--- src/rtl/wdt_pkg.sv ---
package wdt_pkg;

   // Which register the current bus offset selects.
   typedef enum logic [1:0] {
      SEL_NONE = 2'd0,
      SEL_TMR  = 2'd1,
      SEL_CTL  = 2'd2
   } wdt_sel_e;

   // One-cycle control events from the register file to the counter.
   typedef struct packed {
      logic kick;   // accepted timeout write
      logic arm;    // run bit set while idle
      logic stop;   // run bit cleared while running
   } wdt_evt_t;

endpackage

--- src/rtl/wdt_tick_gen.sv ---
module wdt_tick_gen #(
   parameter int unsigned TICK_DIV = 6400000
) (
   input  logic clk,
   input  logic rst_n,
   input  logic run_i,
   input  logic restart_i,
   output logic tick_o
);
   localparam int unsigned PW = (TICK_DIV > 1) ? $clog2(TICK_DIV) : 1;

   if (TICK_DIV == 1) begin : g_pass
      logic unused_restart;
      assign unused_restart = restart_i;
      assign tick_o = run_i;
   end else begin : g_div
      logic [PW-1:0] ph_q;

      always_ff @(posedge clk or negedge rst_n) begin
         if (!rst_n)                          ph_q <= '0;
         else if (!run_i || restart_i)        ph_q <= '0;
         else if (ph_q == PW'(TICK_DIV - 1))  ph_q <= '0;
         else                                 ph_q <= ph_q + 1'b1;
      end

      assign tick_o = run_i && !restart_i && (ph_q == PW'(TICK_DIV - 1));

      // Ticks are single cycles separated by at least one idle cycle.
      assert_tick_single_R4: assert property (@(posedge clk) disable iff (!rst_n)
         tick_o |=> !tick_o);
   end
endmodule

--- src/rtl/wdt_regfile.sv ---
module wdt_regfile
   import wdt_pkg::*;
#(
   parameter int unsigned ADDR_W    = 8,
   parameter int unsigned DATA_W    = 16,
   parameter int unsigned CNT_W     = 16,
   parameter int unsigned CTL_W     = 8,
   parameter int unsigned TMR_OFS   = 'h70,
   parameter int unsigned CTL_OFS   = 'h72,
   parameter int unsigned MIN_TICKS = 234,
   parameter int unsigned MAX_TICKS = 4687,
   parameter int unsigned DEF_TICKS = 234
) (
   input  logic              clk,
   input  logic              rst_n,
   input  logic [ADDR_W-1:0] addr_i,
   input  logic              wr_i,
   input  logic [DATA_W-1:0] wdata_i,
   output logic [DATA_W-1:0] rdata_o,
   input  logic              busy_i,
   input  logic              expire_i,
   input  logic [CNT_W-1:0]  cnt_i,
   output logic              run_o,
   output logic [CNT_W-1:0]  reload_o,
   output logic [CNT_W-1:0]  load_val_o,
   output wdt_evt_t          evt_o
);
   logic [CTL_W-1:0]  ctl_q;
   logic [CNT_W-1:0]  reload_q;
   logic [DATA_W-1:0] ctl_rd;
   wdt_sel_e          sel;
   logic              wr_ok;

   always_comb begin
      sel = SEL_NONE;
      if (addr_i == ADDR_W'(TMR_OFS))      sel = SEL_TMR;
      else if (addr_i == ADDR_W'(CTL_OFS)) sel = SEL_CTL;
   end

   assign wr_ok = wr_i && !busy_i;

   // Clamp the requested timeout into the supported window.
   always_comb begin
      if (wdata_i > DATA_W'(MAX_TICKS))      load_val_o = CNT_W'(MAX_TICKS);
      else if (wdata_i < DATA_W'(MIN_TICKS)) load_val_o = CNT_W'(MIN_TICKS);
      else                                   load_val_o = wdata_i[CNT_W-1:0];
   end

   assign evt_o.kick = wr_ok && (sel == SEL_TMR);
   assign evt_o.arm  = wr_ok && (sel == SEL_CTL) &&  wdata_i[0] && !ctl_q[0];
   assign evt_o.stop = wr_ok && (sel == SEL_CTL) && !wdata_i[0] &&  ctl_q[0];

   always_ff @(posedge clk or negedge rst_n) begin
      if (!rst_n) begin
         ctl_q    <= '0;
         reload_q <= CNT_W'(DEF_TICKS);
      end else begin
         if (expire_i)                        ctl_q <= '0;
         else if (wr_ok && sel == SEL_CTL)    ctl_q <= wdata_i[CTL_W-1:0];
         if (evt_o.kick)                      reload_q <= load_val_o;
      end
   end

   if (CTL_W == DATA_W) begin : g_ctl_full
      assign ctl_rd = ctl_q;
   end else begin : g_ctl_ext
      assign ctl_rd = {{(DATA_W - CTL_W){1'b0}}, ctl_q};
   end

   always_comb begin
      unique case (sel)
         SEL_TMR: rdata_o = DATA_W'(cnt_i);
         SEL_CTL: rdata_o = ctl_rd;
         default: rdata_o = '0;
      endcase
   end

   assign run_o    = ctl_q[0];
   assign reload_o = reload_q;

   // Stored timeout never leaves the supported window.
   assert_reload_window_R2: assert property (@(posedge clk) disable iff (!rst_n)
      evt_o.kick |=> (reload_q >= CNT_W'(MIN_TICKS)) && (reload_q <= CNT_W'(MAX_TICKS)));

   // Registers are frozen while the reset pulse is out.
   assert_frozen_in_pulse_R10: assert property (@(posedge clk) disable iff (!rst_n)
      busy_i |=> $stable(ctl_q) && $stable(reload_q));
endmodule

--- src/rtl/wdt_countdown.sv ---
module wdt_countdown
   import wdt_pkg::*;
#(
   parameter int unsigned CNT_W     = 16,
   parameter int unsigned DEF_TICKS = 234,
   parameter int unsigned PRE_TICKS = 70,
   parameter int unsigned RST_CYC   = 16
) (
   input  logic             clk,
   input  logic             rst_n,
   input  logic             run_i,
   input  logic             tick_i,
   input  logic [CNT_W-1:0] reload_i,
   input  logic [CNT_W-1:0] load_val_i,
   input  wdt_evt_t         evt_i,
   output logic [CNT_W-1:0] cnt_o,
   output logic             expire_o,
   output logic             nmi_o,
   output logic             busy_o
);
   localparam int unsigned RW = $clog2(RST_CYC + 1);

   logic [CNT_W-1:0] cnt_q, cnt_nx;
   logic [RW-1:0]    rcnt_q;
   logic             nmi_q, run_nx;

   // A kick or a stop in the expiring cycle takes priority over the reset.
   assign expire_o = tick_i && run_i && (cnt_q <= CNT_W'(1)) && !evt_i.kick && !evt_i.stop;
   assign run_nx   = evt_i.arm || (run_i && !evt_i.stop && !expire_o);

   always_comb begin
      cnt_nx = cnt_q;
      if (evt_i.kick)                     cnt_nx = load_val_i;
      else if (evt_i.stop || expire_o)    cnt_nx = reload_i;
      else if (tick_i && run_i)           cnt_nx = cnt_q - 1'b1;
   end

   always_ff @(posedge clk or negedge rst_n) begin
      if (!rst_n) begin
         cnt_q  <= CNT_W'(DEF_TICKS);
         nmi_q  <= 1'b0;
         rcnt_q <= '0;
      end else begin
         cnt_q <= cnt_nx;
         nmi_q <= run_nx && (cnt_nx <= CNT_W'(PRE_TICKS));
         if (expire_o)             rcnt_q <= RW'(RST_CYC);
         else if (rcnt_q != '0)    rcnt_q <= rcnt_q - 1'b1;
      end
   end

   assign cnt_o  = cnt_q;
   assign nmi_o  = nmi_q;
   assign busy_o = (rcnt_q != '0);

   // Interrupt only while armed.
   assert_nmi_armed_R6: assert property (@(posedge clk) disable iff (!rst_n)
      nmi_o |-> run_i);

   // Free-running countdown moves by at most one per cycle.
   assert_count_step_R4: assert property (@(posedge clk) disable iff (!rst_n)
      (run_i && $past(run_i) && !$past(evt_i.kick)) |->
         (cnt_q == $past(cnt_q) || cnt_q == $past(cnt_q) - 1'b1));

   // The reset pulse leaves the block disarmed.
   assert_pulse_disarms_R7: assert property (@(posedge clk) disable iff (!rst_n)
      $rose(busy_o) |-> !run_i && !nmi_o);

   // A kick is never followed by the start of a reset pulse.
   assert_kick_beats_expiry_R9: assert property (@(posedge clk) disable iff (!rst_n)
      evt_i.kick |=> !$rose(busy_o));
endmodule

--- src/rtl/wdt_guard.sv ---
module wdt_guard
   import wdt_pkg::*;
#(
   parameter int unsigned ADDR_W    = 8,
   parameter int unsigned DATA_W    = 16,
   parameter int unsigned CNT_W     = 16,
   parameter int unsigned CTL_W     = 8,
   parameter int unsigned TMR_OFS   = 'h70,
   parameter int unsigned CTL_OFS   = 'h72,
   parameter int unsigned TICK_DIV  = 6400000,
   parameter int unsigned MIN_TICKS = 234,
   parameter int unsigned MAX_TICKS = 4687,
   parameter int unsigned DEF_TICKS = 234,
   parameter int unsigned PRE_TICKS = 70,
   parameter int unsigned RST_CYC   = 16
) (
   input  logic              clk,
   input  logic              rst_n,
   input  logic [ADDR_W-1:0] bus_addr,
   input  logic              bus_wr,
   input  logic [DATA_W-1:0] bus_wdata,
   output logic [DATA_W-1:0] bus_rdata,
   output logic              nmi_o,
   output logic              sys_rst_o
);
   if (CNT_W > DATA_W || CTL_W > DATA_W || CTL_W < 1) begin : g_bad_width
      $error("wdt_guard: counter and control widths must fit the data port");
   end
   if (MIN_TICKS < 1 || MIN_TICKS > DEF_TICKS || DEF_TICKS > MAX_TICKS) begin : g_bad_window
      $error("wdt_guard: need 1 <= MIN_TICKS <= DEF_TICKS <= MAX_TICKS");
   end
   if (MAX_TICKS >= (64'd1 << CNT_W) || PRE_TICKS >= (64'd1 << CNT_W)) begin : g_bad_range
      $error("wdt_guard: tick limits exceed the counter width");
   end
   if (TICK_DIV < 1 || RST_CYC < 1 || TMR_OFS == CTL_OFS) begin : g_bad_misc
      $error("wdt_guard: invalid divider, pulse length or register offsets");
   end

   logic             run, tick, expire, busy;
   logic [CNT_W-1:0] cnt, reload, load_val;
   wdt_evt_t         evt;

   wdt_regfile #(
      .ADDR_W(ADDR_W), .DATA_W(DATA_W), .CNT_W(CNT_W), .CTL_W(CTL_W),
      .TMR_OFS(TMR_OFS), .CTL_OFS(CTL_OFS),
      .MIN_TICKS(MIN_TICKS), .MAX_TICKS(MAX_TICKS), .DEF_TICKS(DEF_TICKS)
   ) u_regs (
      .clk(clk), .rst_n(rst_n),
      .addr_i(bus_addr), .wr_i(bus_wr), .wdata_i(bus_wdata), .rdata_o(bus_rdata),
      .busy_i(busy), .expire_i(expire), .cnt_i(cnt),
      .run_o(run), .reload_o(reload), .load_val_o(load_val), .evt_o(evt)
   );

   wdt_tick_gen #(.TICK_DIV(TICK_DIV)) u_tick (
      .clk(clk), .rst_n(rst_n), .run_i(run),
      .restart_i(evt.kick || evt.arm), .tick_o(tick)
   );

   wdt_countdown #(
      .CNT_W(CNT_W), .DEF_TICKS(DEF_TICKS), .PRE_TICKS(PRE_TICKS), .RST_CYC(RST_CYC)
   ) u_count (
      .clk(clk), .rst_n(rst_n), .run_i(run), .tick_i(tick),
      .reload_i(reload), .load_val_i(load_val), .evt_i(evt),
      .cnt_o(cnt), .expire_o(expire), .nmi_o(nmi_o), .busy_o(busy)
   );

   assign sys_rst_o = busy;
endmodule

--- config.mk ---
export PLATFORM = sky130hd
export DESIGN_NAME = wdt_guard
export DESIGN_NICKNAME = d
export VERILOG_FILES = /design/src/rtl/wdt_pkg.sv /design/src/rtl/wdt_tick_gen.sv /design/src/rtl/wdt_regfile.sv /design/src/rtl/wdt_countdown.sv /design/src/rtl/wdt_guard.sv
export SDC_FILE = /design/constraint.sdc
export NUM_CORES = 1
export LEC_CHECK = 0
export ABC_AREA = 1
export BUFFER_PORTS_ARGS = -buffer_cell sky130_fd_sc_hd__buf_2
export CORE_ASPECT_RATIO = 2
export CORE_MARGIN = 2
export CORE_UTILIZATION = 54
export CTS_CLUSTER_DIAMETER = 40
export DETAILED_ROUTE_END_ITERATION = 16
export HOLD_SLACK_MARGIN = 0.05
export PLACE_DENSITY = 0.87
export SETUP_SLACK_MARGIN = 0.15
export SYNTH_ARGS = -nofsm -noshare
export SYNTH_HDL_FRONTEND = slang
export SYNTH_SLANG_ARGS = --single-unit
--- constraint.sdc ---
create_clock -name clk -period 2.09 [get_ports clk]
set_input_delay 0 -clock clk [delete_from_list [all_inputs] [get_ports clk]]
set_output_delay 0 -clock clk [all_outputs]
set_load 0.02 [all_outputs]
Yosys cells after proc, flatten, opt, wreduce, memory -nomap -nowiden
Index checks and enable logic that the tools add are counted.
{"block": "word_totals", "output_inout_bits": 18, "ff_bits": 69, "wordCells": 62, "input_bits": 27}
{"block": "classes", "reduce_logical": 30, "add_sub_neg": 3, "n_eq_ne": 5, "n_lt_le_gt_ge": 4, "mux": 14}
{"op": "$mux 16", "count": 5}
{"op": "$mux 23", "count": 2}
{"op": "$pmux 16 s2", "count": 1}
{"op": "$add 23x1->23 const B", "count": 1}
{"op": "$eq 23x23->1 const B", "count": 1}
{"op": "$eq 8x7->1 const B", "count": 2}
{"op": "$gt 16x13->1 const B", "count": 1}
{"op": "$le 16x1->1 const B", "count": 1}
{"op": "$le 16x7->1 const B", "count": 1}
{"op": "$logic_and 1x1->1", "count": 16}
{"op": "$lt 16x8->1 const B", "count": 1}
{"op": "$mux 8", "count": 2}
{"op": "$sub 16x1->16 const B", "count": 1}
{"op": "$mux 5", "count": 2}
{"op": "$logic_not 1->1", "count": 7}
{"op": "$reduce_bool 5->1", "count": 1}
{"op": "$sub 5x1->5 const B", "count": 1}
{"op": "$logic_or 1x1->1", "count": 4}
{"op": "$mux 2", "count": 2}
{"op": "$reduce_bool 2->1", "count": 2}
{"op": "$eq 2x1->1 const B", "count": 1}
{"op": "$eq 2x2->1 const B", "count": 1}

Logic depth before layout (Yosys ltp)
{"block": "logic_depth", "depth_word": 20, "mapped_depth": 20, "mapped_depth_nobuf": 19}

Modules after synthesis
Synthesis repeated with hierarchy kept, for this count alone.
{"block": "hier_totals", "cells_unflattened": 719, "hier_area_um2": 4824.6}
{"mod": "wdt_countdown", "seq_area_each_um2": 556.8, "cells_per_inst": 283, "area_per_inst_um2": 1865.5, "n_inst": 1}
{"mod": "wdt_regfile", "seq_area_each_um2": 606.8, "cells_per_inst": 226, "area_per_inst_um2": 1501.4, "n_inst": 1}
{"mod": "wdt_tick_gen", "seq_area_each_um2": 575.6, "cells_per_inst": 207, "area_per_inst_um2": 1446.4, "n_inst": 1}
{"mod": "wdt_guard", "seq_area_each_um2": 0.0, "cells_per_inst": 3, "area_per_inst_um2": 11.3, "n_inst": 1}

Least setup slack after synthesis
OpenSTA, ideal clock, no wires.
{"block": "synth_timing", "kind": "register -> register", "startpoint": "reg u_count.rcnt_q[0]", "endpoint": "reg u_count.nmi_q (netlist: u_count.nmi_o)", "path_buffers": 1, "stages_incl_launch_ff": 20, "path_slack_ns": -0.058, "period_less_slack_ns": 2.148, "setup_ns": 0.063, "required_ns": 2.027, "arrival_time_ns": 2.085, "path_cell_list": "dfrtp_1 -> inv_1 -> ha_1 -> inv_1 -> nor2_2 -> nand2_2 -> nor2_4 -> nand3_2 -> nor2_2 -> inv_2 -> nand3_4 -> buf_6 -> nand2_1 -> nand2_1 -> nand2_2 -> nor2_1 -> nand3_1 -> nor2_1 -> nand2_1 -> inv_1"}
{"block": "synth_between", "elab_chain_cells": 19, "word_cells_on_any_way": 29, "classes_between": "1 x order compare; 3 x mux; 25 x reduce/logical"}
{"item": "from (decl)", "line": "wdt_countdown.sv:24", "source": "logic [RW-1:0] rcnt_q;"}
{"item": "from (signal assigned)", "line": "wdt_countdown.sv:46", "source": "if (expire_o) rcnt_q <= RW'(RST_CYC);"}
{"item": "from (signal assigned)", "line": "wdt_countdown.sv:47", "source": "else if (rcnt_q != '0) rcnt_q <= rcnt_q - 1'b1;"}
{"item": "$reduce_bool 5->1 *", "line": "wdt_countdown.sv:53", "source": "assign busy_o = (rcnt_q != '0);"}
{"item": "via sys_rst_o", "line": "wdt_guard.sv:24", "source": "output logic sys_rst_o"}
{"item": "$logic_not 1->1 *", "line": "wdt_regfile.sv:40", "source": "assign wr_ok = wr_i && !busy_i;"}
{"item": "$logic_and 1x1->1 *", "line": "wdt_regfile.sv:40"}
{"item": "$logic_and 1x1->1", "line": "wdt_regfile.sv:50, wdt_regfile.sv:51"}
{"item": "$logic_and 1x1->1 (2 in series)", "line": "wdt_regfile.sv:50", "source": "assign evt_o.arm = wr_ok && (sel == SEL_CTL) && wdata_i[0] && !ctl_q[0];"}
{"item": "$logic_or 1x1->1", "line": "wdt_guard.sv:56", "source": ".restart_i(evt.kick || evt.arm), .tick_o(tick)"}
{"item": "$logic_not 1->1", "line": "wdt_tick_gen.sv:26", "source": "assign tick_o = run_i && !restart_i && (ph_q == PW'(TICK_DIV - 1));"}
{"item": "$logic_and 1x1->1 (2 in series)", "line": "wdt_tick_gen.sv:26"}
{"item": "$logic_and 1x1->1", "line": "wdt_countdown.sv:28, wdt_countdown.sv:35"}
{"item": "$logic_and 1x1->1 (3 in series)", "line": "wdt_countdown.sv:28", "source": "assign expire_o = tick_i && run_i && (cnt_q <= CNT_W'(1)) && !evt_i.kick && !evt_i.stop;"}
{"item": "$logic_or 1x1->1", "line": "wdt_countdown.sv:34", "source": "else if (evt_i.stop || expire_o) cnt_nx = reload_i;"}
{"item": "$mux 16", "line": "wdt_countdown.sv:34"}
{"item": "$mux 16 *", "line": "wdt_countdown.sv:33", "source": "if (evt_i.kick) cnt_nx = load_val_i;"}
{"item": "via u_count.cnt_nx[12]", "line": "wdt_countdown.sv:23", "source": "logic [CNT_W-1:0] cnt_q, cnt_nx;"}
{"item": "$le 16x7->1 *", "line": "wdt_countdown.sv:45", "source": "nmi_q <= run_nx && (cnt_nx <= CNT_W'(PRE_TICKS));"}
{"item": "$logic_and 1x1->1 *", "line": "wdt_countdown.sv:45"}
{"item": "to (signal assigned)", "line": "wdt_countdown.sv:45"}
{"item": "to (decl)", "line": "wdt_countdown.sv:25", "source": "logic nmi_q, run_nx;"}
Mark *: on every way through the listed nets, which the timed path passes. The rest lies on a longest branch.
A chain may end at the register's enable or synchronous reset.

Worst setup path in the final report
{"block": "layout_timing", "startpoint": "reg u_count.rcnt_q[1]", "endpoint": "reg u_count.nmi_q (netlist: u_count.nmi_o)"}
{"block": "layout_between", "elab_chain_cells": 19, "word_cells_on_any_way": 29, "classes_between": "1 x order compare; 3 x mux; 25 x reduce/logical"}
{"item": "$reduce_bool 5->1 *", "line": "wdt_countdown.sv:53"}
{"item": "$logic_not 1->1 *", "line": "wdt_regfile.sv:40"}
{"item": "$logic_and 1x1->1 *", "line": "wdt_regfile.sv:40"}
{"item": "$logic_and 1x1->1", "line": "wdt_regfile.sv:50, wdt_regfile.sv:51"}
{"item": "$logic_and 1x1->1 (2 in series)", "line": "wdt_regfile.sv:50"}
{"item": "$logic_or 1x1->1", "line": "wdt_guard.sv:56"}
{"item": "$logic_not 1->1", "line": "wdt_tick_gen.sv:26"}
{"item": "$logic_and 1x1->1 (2 in series)", "line": "wdt_tick_gen.sv:26"}
{"item": "$logic_and 1x1->1", "line": "wdt_countdown.sv:28, wdt_countdown.sv:35"}
{"item": "$logic_and 1x1->1 (3 in series)", "line": "wdt_countdown.sv:28"}
{"item": "$logic_or 1x1->1", "line": "wdt_countdown.sv:34"}
{"item": "$mux 16", "line": "wdt_countdown.sv:34"}
{"item": "$mux 16 *", "line": "wdt_countdown.sv:33"}
{"item": "via u_count.cnt_nx[0]", "line": "wdt_countdown.sv:23"}
{"item": "$le 16x7->1 *", "line": "wdt_countdown.sv:45"}
{"item": "$logic_and 1x1->1 *", "line": "wdt_countdown.sv:45"}
Marks and branches as above.

==> results.json <==
{
  "drv_cap": 0,
  "drt_iter0_drc": 520,
  "worst_slack_ps": -261,
  "grtUsageTotal_pct": 29.4,
  "clk_path_buf_depth": 2,
  "hold_path_depth": 5,
  "n_fill_cell": 530,
  "holdWs_ps": 65.3,
  "hold_path_class": "input port to flip-flop",
  "crit_path_start_kind": "flip-flop",
  "drive_gt1_share_pct": 33.1,
  "synthArstFlopShare_pct": 100,
  "synth-edff-count": 0,
  "cts_max_level": 3,
  "drcViolationCount": 0,
  "pin_count": 45,
  "antenna_cells": 0,
  "finalHoldViolations": 0,
  "status": "finished, violations left",
  "fin_crit_sh_pct": 112,
  "tightest_slew_ps": 431,
  "dp.final_hpwl_um": 8200,
  "final_cell_mix": "nand2_1, inv_1, nor2_1, dfrtp_1, buf_4",
  "r2r-start": "u_count.rcnt_q[1]",
  "die_area_um2": 8760,
  "avgSynthCellArea_um2": 7.08,
  "finalMaxSlewViolations": 0,
  "drtPass1Iterations": 5,
  "clk_pin_slew_ps": 50,
  "hp-start": "bus_wdata[1]",
  "io_buffers": 44,
  "slew-limit-headroom_pct": 71.0,
  "yosys.cell_types.count": 42,
  "syn_inst": 609,
  "placedCellCount": 785,
  "grt_pass1_vias": 4149,
  "antenna_left": 0,
  "cp.arrival_ps": 2590,
  "seq_area_frac_synth_pct": 40.3,
  "skew_ps": 8.61,
  "start_util_pct": 55.1,
  "yosysWarnings": 0,
  "layout_min_cycle_time_ps": 2350,
  "overflow": 0,
  "cts-root-buf": "clkbuf_16",
  "ys.flop_type": "dfrtp_1",
  "max_freq_mhz": 425,
  "syn_nets": 641,
  "violations": "negative setup slack",
  "num_rows": 46,
  "worstHoldEndpoint": "u_regs.ctl_q[1]",
  "cts_made_buffers": 9,
  "antenna_found_initial": 0,
  "die_x_um": 67.2,
  "cts_tree": "done",
  "post_drt_wl_per_cell_um": 16.6,
  "r2r_cells": 15,
  "static-leakage-power_nw": 3.16,
  "synth_area_um2": 4310,
  "die_y_um": 130,
  "path_class": "flip-flop to flip-flop",
  "gp_congestion": 0.933,
  "mostFrequentLayoutCell": "nand2_1",
  "critPathRequiredTime_ps": 2330,
  "ys_seq_elements": 69,
  "cts.sinks": 69,
  "wl_um": 13900,
  "vias": 4695,
  "final_nets": 768,
  "clk-insertion-delay-late_ps": 350,
  "r2r_slack_ps": -260,
  "power.density_nw_per_um2": 562,
  "rsz0062_at_grt": "true",
  "core_um2": 7830,
  "rr_endpoint": "u_count.nmi_o",
  "area_delta_synth_final_pct": 38.5,
  "grt_pass1_wl_um": 19400,
  "setup_viol": 2,
  "grt_max_degree": 70,
  "crit_path_end_kind": "flip-flop",
  "ir_drop_v": 0.000609,
  "fin_cells": 837,
  "viasPerCell": 5.61,
  "crit_path_max_fanout": 16
}
[where the power goes]
group / internal (mW) / total, mW / switching [mW]
Combinational: 0.113 / 0.282 / 0.169
Sequential: 1.37 / 1.39 / 0.0231
Clock: 1.11 / 1.68 / 0.570
[per-stage QoR]
step | setup WS (ps) | TNS (ps) | area (um^2) | total power, mW | util [%]
6_report | -261 | -283 | 5970 | 3.35 | 76.2
5_1_grt | -415 | -1180 | 5970 | 3.46 | 76.2
4_1_cts | -71.5 | -71.5 | 5540 | 3.31 | 70.7
3_5_place_dp | -53.9 | -53.9 | 4980 | 1.64 | 63.7
3_3_place_gp | -39.6 | -39.6 | 4980 | 1.63 | 63.7
2_1_floorplan | 27.2 | 0 | 4330 | 1.52 | -
[state kept, by name, summed over array words and instances (netlist names)]
name and count:
u_count.rcnt_q 5, u_tick.g_div.ph_q 23, u_count.cnt_o 16, u_count.nmi_o 1, u_regs.ctl_q 8, u_regs.reload_o 16
[synthesized netlist by cell type, types with 2 or more instances]
library cell	instances	share of area (%)
nand3_4	2	0.81
inv_2	7	0.61
nor4_2	2	0.58
inv_1	83	7.2
nand3_2	3	0.70
o21ai_0	42	4.9
nand3_1	34	3.9
a31oi_1	2	0.29
nand2_2	6	0.87
nand2_4	2	0.52
dfstp_2	10	6.1
o21ai_1	3	0.35
xor2_1	11	2.2
nor3_1	7	0.81
o21a_1	2	0.35
clkbuf_1	6	0.52
a21oi_1	14	1.6
dfrtp_1	59	34
nor2_1	83	7.2
ha_1	5	1.5
nand2_1	175	15
nor2_4	4	1.0
nor2_2	14	2.0
xnor2_1	2	0.41
nand4_1	14	2.0
[worst max-delay path by stage]
stage                          to         startpoint  slack, ps
floorplan           u_count.nmi_o  u_count.rcnt_q[0]         30
global placement    u_count.nmi_o   u_count.cnt_o[1]        -40
detailed placement  u_count.nmi_o   u_count.cnt_o[1]        -50
CTS                 u_count.nmi_o  u_count.rcnt_q[1]        -70
global route        u_count.nmi_o  u_count.rcnt_q[1]       -420
finish              u_count.nmi_o  u_count.rcnt_q[1]       -260
[final cells by class]
cell class | instances | area, um^2 | share of cell area (%)
Clock inverter | 3 | 67.6 | 1.13
Tap cell | 96 | 120 | 2.01
Sequential cell | 69 | 1740 | 29.1
Inverter | 90 | 345 | 5.79
Timing Repair Buffer | 123 | 915 | 15.3
Clock buffer | 13 | 260 | 4.36
Multi-Input combinational cell | 443 | 2520 | 42.2
[worst max-delay path, cell delays in order, from the launching register on]
cell,delay (ps)
dfrtp_1,400
inv_2,80
ha_4,120
inv_2,40
nor2_4,130
buf_4,130
nand3_1,100
nor2_1,270
buf_4,270
o21ai_0,200
nand2_2,160
nand3_1,80
nand3_1,100
nand2_1,60
nand2_1,70
inv_1,40
[cells by family (layout without fill, tap and decap cells)]
group                    Yosys count  count (layout)  share of synthesized area (%)
AO/OA/AOI/OAI                     71              71                           8.97
XOR/XNOR                          13              13                           2.64
adder cells (fa/ha/maj)            5               5                           1.45
buffers and inverters             98             229                           8.80
flip-flops                        69              69                           40.3
AND/OR/NAND/NOR                  353             354                           37.8
[layer usage]
metal	vias up	track usage [%]	wire length (um)
met3	69	5.00	1100
met1	2189	37.3	5170
met2	261	49.3	6960
met4	0	11.4	641
met5	-	0	0
li1	2176	-	-
[repair_timing]
item	CTS	global route
setup buffers	4	21
pin swaps	6	33
endpoints found under the setup margin	23	42
hold buffers	9	0
gates resized for setup	23	84
hold endpoints to repair	81	0
gates cloned	1	1
Note: power is estimated with default switching activity, not from simulation.
